===== config.mk =====
export PLATFORM = sky130hd
export DESIGN_NAME = nibble_alu_path
export DESIGN_NICKNAME = d
export VERILOG_FILES = /design/src/rtl/nibble_alu_path.sv
export SDC_FILE = /design/constraint.sdc
export NUM_CORES = 1
export LEC_CHECK = 0
export BUFFER_PORTS_ARGS = -buffer_cell sky130_fd_sc_hd__buf_2
export CAP_MARGIN = 20
export CORE_ASPECT_RATIO = 1.1
export CORE_MARGIN = 2
export CORE_UTILIZATION = 42
export CTS_CLUSTER_DIAMETER = 60
export CTS_CLUSTER_SIZE = 8
export DETAILED_ROUTE_END_ITERATION = 16
export PLACE_DENSITY = 0.78
export SYNTH_ARGS = -nofsm -noshare
export SYNTH_HDL_FRONTEND = slang
export SYNTH_SLANG_ARGS = --single-unit

===== constraint.sdc =====
create_clock -name clk -period 3 [get_ports clk]
set_input_delay 0.6 -clock clk [delete_from_list [all_inputs] [get_ports clk]]
set_output_delay 0.6 -clock clk [all_outputs]
set_load 0.05 [all_outputs]

===== src/rtl/nibble_alu_path.sv =====
module nibble_alu_path #(
  parameter int W = 4
) (
  input  logic         clk,
  input  logic         rst_n,
  input  logic [20:0]  ctl,
  input  logic [W-1:0] mem_rd,
  input  logic [W-1:0] ckb,
  input  logic [W-1:0] dam,
  output logic [W-1:0] acc,
  output logic [W-1:0] y_reg,
  output logic [W-1:0] mem_wd,
  output logic         mem_we,
  output logic         status,
  output logic         slatch
);

  localparam logic [W-1:0] ALL1 = {W{1'b1}};

  logic [W-1:0] pbus, nbus;
  logic [W:0]   sum;
  logic         carry, differ, sflag, status_nx;

  assign pbus = ({W{ctl[8]}}  & ckb)
              | ({W{ctl[10]}} & mem_rd)
              | ({W{ctl[15]}} & y_reg)
              | ({W{ctl[17]}} & dam)
              | ({W{ctl[18]}} & ~dam);

  assign nbus = ({W{ctl[0]}}  & ALL1)
              | ({W{ctl[1]}}  & acc)
              | ({W{ctl[7]}}  & ckb)
              | ({W{ctl[9]}}  & mem_rd)
              | ({W{ctl[11]}} & ~acc);

  assign sum    = {1'b0, pbus} + {1'b0, nbus} + {{W{1'b0}}, ctl[5]};
  assign carry  = sum[W];
  assign differ = (pbus != nbus);

  assign status_nx = (~ctl[4]  | carry)
                   & (~ctl[12] | differ)
                   & (~ctl[19] | sflag);

  assign mem_wd = ({W{ctl[13]}} & acc) | ({W{ctl[6]}} & ckb);
  assign mem_we = (ctl[13] | ctl[6]) & (~ctl[16] | status);

  always_ff @(posedge clk) begin
    if (!rst_n) begin
      acc    <= '0;
      y_reg  <= '0;
      status <= 1'b1;
      slatch <= 1'b0;
      sflag  <= 1'b0;
    end else begin
      if (ctl[2])  acc    <= sum[W-1:0];
      if (ctl[3])  y_reg  <= sum[W-1:0];
      if (ctl[14]) slatch <= status;
      if (ctl[20]) sflag  <= carry;
      status <= status_nx;
    end
  end

endmodule


==> results.md, run 1 <==
* Final wirelength at 2.29 mm
* CTS tree: yes
* Net Sw Frac at 0.430
* CP required at 3150 ps
* RSZ-0062 raised after global routing: false
* CP Capture Type: register
* Port bufs at 49
* Seq pwr share at 0.342
* Post-synth EDFFs at 0
* Inst Count DP at 172
* Nets at 191
* Gr usage total at 0.213
* Final Hold Viols at 0
* Clk_lat worst skew at 270 ps
* Die area at 2330 um2
* Setup CP Type: in2reg
* Core Rows at 16
* Top post-synthesis cells by area: dfxtp_1, a222oi_1, mux2i_1
* Largest net degree at the start of global routing at 10
* Share of the synthesized area in the top cell type at 0.268
* Clk sink count at 11
* Pint at 303 uW
* Simple-Gate Fraction of Synth Area at 0.178
* Worst Hold Launch: slatch
* Grt ovf at 0
* IR drop worst, VDD at 0.000293 V
* Starting DRT DRC Count at 66
* CTS HTree Levels at 1
* Worst rel slew slack at 0.767
* Routed vias/inst at 5.47
* Crit path DAT at 2440 ps
* Leakage power at 0.570 nW
* Syn nets at 139
* RD Place Congestion at 0.801
* Async S/R FF share, synth at 0
* Largest family of logic cells by synthesized area: compound AO/OA/AOI/OAI gates
* Die Width at 46.2 um
* Outcome: finished, final reports clean
* Post-synthesis compound-gate area fraction at 0.286
* Hold EP: slatch
* Drt wl/cell at 13.0 um
* R2r startpoint: acc[0]
* Power density cells at 475 nW/um2
* R2R cell count at 9
* Pre-CTS WS at 442 ps
* Count leader, synth: dfxtp_1
* Tmin final at 2300 ps
* R2R setup slack at 710 ps
* Hold_buf cts at 0
* Reg-to-reg endpoint: status
* Post-synthesis cell type count at 26
* Combinational share of power at 0.472
* XOR/XNOR Fraction of Synth Area at 0.0107
* Final period util at 0.766
* CP max FO at 4
* Post-synthesis mux area share at 0.0852
* Initial Util at 0.451
* Worst path cell trace: buf_2 -> a222oi_1 -> and2_1 -> fa_1 -> inv_1 -> fa_1 -> a21o_1 -> a211oi_1 -> o21ai_0
* Via count at 963
* Placed wire-length estimate at 1.92 mm
* Residual DRC at 0
* Hold depth at 2
* Biggest area consumer among synthesized cells: dfxtp_1
* Post-CTS sizing at 0
* Initial antenna violation count at 0
* Max Fclk at 435 MHz
* Vias in the first global route at 863
* Final Worst Setup Slack at 701 ps
* ANT cells at 0
* Final setup violation count at 0
* Switching power at 228 uW
* Sum Neg Setup Slack at 0 ps
* P&R area growth vs syn at 35.9%
* First-pass GRT wire length at 3.64 mm
* Mapped Cells at 98
* Finished Layout Cells at 176
* Final max-slew violation count at 0
* Proportion of layout cells with a drive suffix above 1 at 0.369
* CP most frequent cell: fa_1
* Core footprint at 1820 um2
* Post-synthesis area per instance at 8.39 um2
* Synth Flop Type: dfxtp_1
* I/O pin count at 50
* Clock skew at 5.90 ps
* Worst-Margin Slew at 349 ps
* Num CTS Buffers at 3
* Routed Antenna Nets at 0
* Highest-delay cell along the critical path: a222oi_1
* Die Ht at 50.4 um
* Clock Tree Buf Depth at 2
* Crit-path max cell delay at 390 ps
* Cell area after synthesis at 822 um2
* Hold WC Path Type: reg2reg
* DRT Pass-1 Iters at 5
* Startpoint Class: input port
* Post-CTS Setup Bufs at 0
* Maxcap violations at 0
* Reg clk slew, reported paths at 60 ps
* Synth top cells by count: dfxtp_1, inv_1, nor2_1
* Synth Register Bits at 11
* Syn. warnings at 0
* Sequential element share of the synthesized area at 0.268
* Root Buffer: clkbuf_4
* Clock power share at 0.185
* Synth Area in Adders at 0.110
## how the worst max path moves through the flow
stage | start | endpoint | slack (ps) | cells past startpoint
3_5_place_dp | ctl[11] | status | 440 | 9
2_1_floorplan | acc[0] | status | 560 | 9
5_1_grt | acc[0] | status | 460 | 9
6_report | ctl[11] | status | 700 | 9
4_1_cts | ctl[11] | status | 710 | 9
3_3_place_gp | ctl[11] | status | 470 | 9
## cell type report
cell class                      count  area, um2
Inverter                           11       41.3
Multi-Input combinational cell     74        551
Timing Repair Buffer               49        245
Clock buffer                        4       26.3
Tap cell                           27       33.8
Fill cell                         185        704
Sequential cell                    11        220
## cell families (layout without fill, tap and decap cells)
group                    Yosys count  after routing
AND/OR/NAND/NOR                   30             30
adder cells (fa/ha/maj)            6              6
flip-flops                        11             11
XOR/XNOR                           1              1
multiplexers                       7              7
AO/OA/AOI/OAI                     30             30
buffers and inverters             13             64
## layout by cell type (no fill, tap or decap), types with 2 or more instances in the layout
cell	instances
buf_2	49
a222oi_1	7
clkbuf_4	3
fa_1	2
inv_1	10
nand2_1	8
and2_1	2
a211oi_1	6
ha_1	4
nand3_1	3
mux2i_1	7
dfxtp_1	11
nand3b_1	4
a22o_1	4
nor2_1	9
and3_1	2
a21oi_1	7
## layer usage
| metal | routed length (um) | share of wire | global-route usage | vias up |
|---|---|---|---|---|
| met2 | 1090 | 0.47 | 0.368 | 54 |
| met3 | 198 | 0.086 | 0.0252 | 9 |
| met1 | 932 | 0.41 | 0.256 | 424 |
| li1 | - | - | - | 476 |
| met5 | 0 | 0 | 0 | - |
| met4 | 75 | 0.033 | 0.0857 | 0 |
## metrics by stage
stage	cell area [um2]	hold WS, ps	power [mW]	util
final	1120	487	0.531	0.613
after global routing	1120	530	0.567	0.613
after CTS	1120	492	0.534	0.613
after detailed placement	1090	477	0.435	0.599
after global placement	1090	472	0.432	0.599
after floorplan	822	478	0.358	-
## power by group through the flow
| stage | sequential, mW | combinational [mW] | clock (mW) |
|---|---|---|---|
| after floorplan | 0.237 | 0.121 | 0 |
| after global routing | 0.185 | 0.272 | 0.110 |
| after detailed placement | 0.184 | 0.251 | 0 |
| after global placement | 0.185 | 0.247 | 0 |
| after CTS | 0.181 | 0.251 | 0.102 |
| final | 0.182 | 0.251 | 0.0985 |
## critical path: cells and delay by family
kind	cells	cell delay [ps]
compound gates	4	900
fa+ha+maj	2	560
simple gates	1	200
buf+inv	2	170
Note: power is estimated with default switching activity, not from simulation.
==> run 2, diff against run 1 <==
- clock period: 3 -> 2.2 ns (I/O delays scaled with it)
==> run 2 against run 1 <==
Against the previous run: clock skew decreased by 5.5 ps; register-to-register slack got worse by 630 ps; combinational power increased by 56%; die area unchanged; critical path type is now reg2reg; sequential cell count unchanged; highest routed layer unchanged; sequential share of layout area decreased by 1.5 points; clock-buffer cell count unchanged.
==> results.md, run 2 (same netlist as run 1, synthesis figures left out) <==
* Outcome: finished, final reports clean
* Initial Util at 0.451
* Core Rows at 16
* Leakage power at 0.625 nW
* Root Buffer: clkbuf_4
* Largest net degree at the start of global routing at 10
* R2r startpoint: acc[0]
* Reg clk slew, reported paths at 70 ps
* Sum Neg Setup Slack at 0 ps
* Core footprint at 1820 um2
* Most common cell after layout, fill and taps aside: buf_2
* Nets at 200
* Pre-CTS WS at -155 ps
* Final period util at 0.962
* Max Fclk at 473 MHz
* Num CTS Buffers at 3
* Gr usage total at 0.215
* Final wirelength at 2.44 mm
* Final Worst Setup Slack at 83.6 ps
* Post-CTS Setup Bufs at 0
* Hold depth at 2
* RD Place Congestion at 0.820
* Residual DRC at 0
* Clk sink count at 11
* Initial antenna violation count at 0
* Worst rel slew slack at 0.759
* Maxcap violations at 0
* CTS tree: yes
* Die Width at 46.2 um
* Clk_lat worst skew at 280 ps
* Die Ht at 50.4 um
* Clock power share at 0.187
* Port bufs at 49
* DRT Pass-1 Iters at 6
* Hold WC Path Type: in2reg
* GRT busiest layer: met2
* Via count at 1001
* R2R cell count at 9
* Final setup violation count at 0
* First-pass GRT wire length at 3.67 mm
* Reg-to-reg endpoint: status
* CP max FO at 2
* Worst-Margin Slew at 358 ps
* R2R setup slack at 80 ps
* Final Hold Viols at 0
* Setup CP Type: reg2reg
* Met1 Use GR at 0.254
* I/O pin count at 50
* Combinational share of power at 0.502
* CP Capture Type: register
* Routed Antenna Nets at 0
* Drt wl/cell at 13.2 um
* Proportion of layout cells with a drive suffix above 1 at 0.462
* Clock Tree Buf Depth at 2
* Crit path DAT at 2290 ps
* Switching power at 338 uW
* Power density cells at 635 nW/um2
* PnR Total Power at 782 uW
* CTS HTree Levels at 1
* Placed wire-length estimate at 2.00 mm
* Met2 usage at 0.375
* P&R area growth vs syn at 49.8%
* Starting DRT DRC Count at 66
* Worst Hold Launch: ctl[20]
* Met3 Usage GRT at 0.0324
* Routed vias/inst at 5.41
* Pint at 443 uW
* Net Sw Frac at 0.433
* Clock skew at 0.402 ps
* IR drop worst, VDD at 0.000519 V
* CP required at 2370 ps
* Final max-slew violation count at 0
* Seq pwr share at 0.311
* Vias in the first global route at 907
* RSZ-0062 raised after global routing: true
* Startpoint Class: register
* Commonest cells after routing, fill and taps aside: buf_2, dfxtp_1, nor2_1
* Grt ovf at 0
* Die area at 2330 um2
* ANT cells at 0
* Hold EP: sflag
* Tmin final at 2120 ps
-- run 2: cell types whose count changed in the layout (fill, tap and decap cells not counted), sizes merged --
cell / previous run / this run
buf: 49 / 58
-- run 2: per-stage QoR --
step / std cells / util / cell area, um2 / hold slack [ps]
3_3_place_gp: 181 / 0.638 / 1160 / 469
5_1_grt: 185 / 0.676 / 1230 / 371
2_1_floorplan: 98 / - / 826 / 478
4_1_cts: 185 / 0.652 / 1190 / 364
6_report: 185 / 0.676 / 1230 / 356
3_5_place_dp: 181 / 0.638 / 1160 / 480
-- run 2: power groups by stage --
stage	sequential (mW)	clock, mW	combinational [mW]
floorplan	0.324	0	0.164
global placement	0.247	0	0.362
detailed placement	0.247	0	0.368
CTS	0.243	0.143	0.368
global route	0.246	0.152	0.426
finish	0.243	0.146	0.392
-- run 2: layer usage --
metal,vias up,wire length (um)
li1,492,-
met1,455,1020
met2,51,1190
met3,3,192
met4,0,31
met5,-,0
-- run 2: how the worst max path moves through the flow --
stage	start	end	slack (ps)	depth (start not counted)
2_1_floorplan	acc[1]	status	8	7
3_3_place_gp	ctl[11]	status	-140	9
3_5_place_dp	ctl[11]	status	-160	9
4_1_cts	acc[0]	status	40	9
5_1_grt	acc[0]	status	-60	9
6_report	acc[0]	status	80	9
-- run 2: layout make-up --
cell class              instances  area (um2)
clock buffers                   4        26.3
fillers                       177         591
inverters                      11        41.3
multi-input cells              74         589
flip-flops and latches         11         224
well taps                      27        33.8
repair buffers                 58         317
-- run 2: timing repair --
item | 4_1_cts | 5_1_grt
resized for setup | 0 | 11
endpoints found under the setup margin | 0 | 4
hold buffers | 0 | 0
-- run 2: critical path, cell delays in order, from the launching register on --
cell and delay (ps):
dfxtp_4 350, inv_2 30, a222oi_1 380, and2_1 210, fa_2 210, inv_2 40
fa_2 340, a21o_1 210, a211oi_2 170, o21ai_1 80
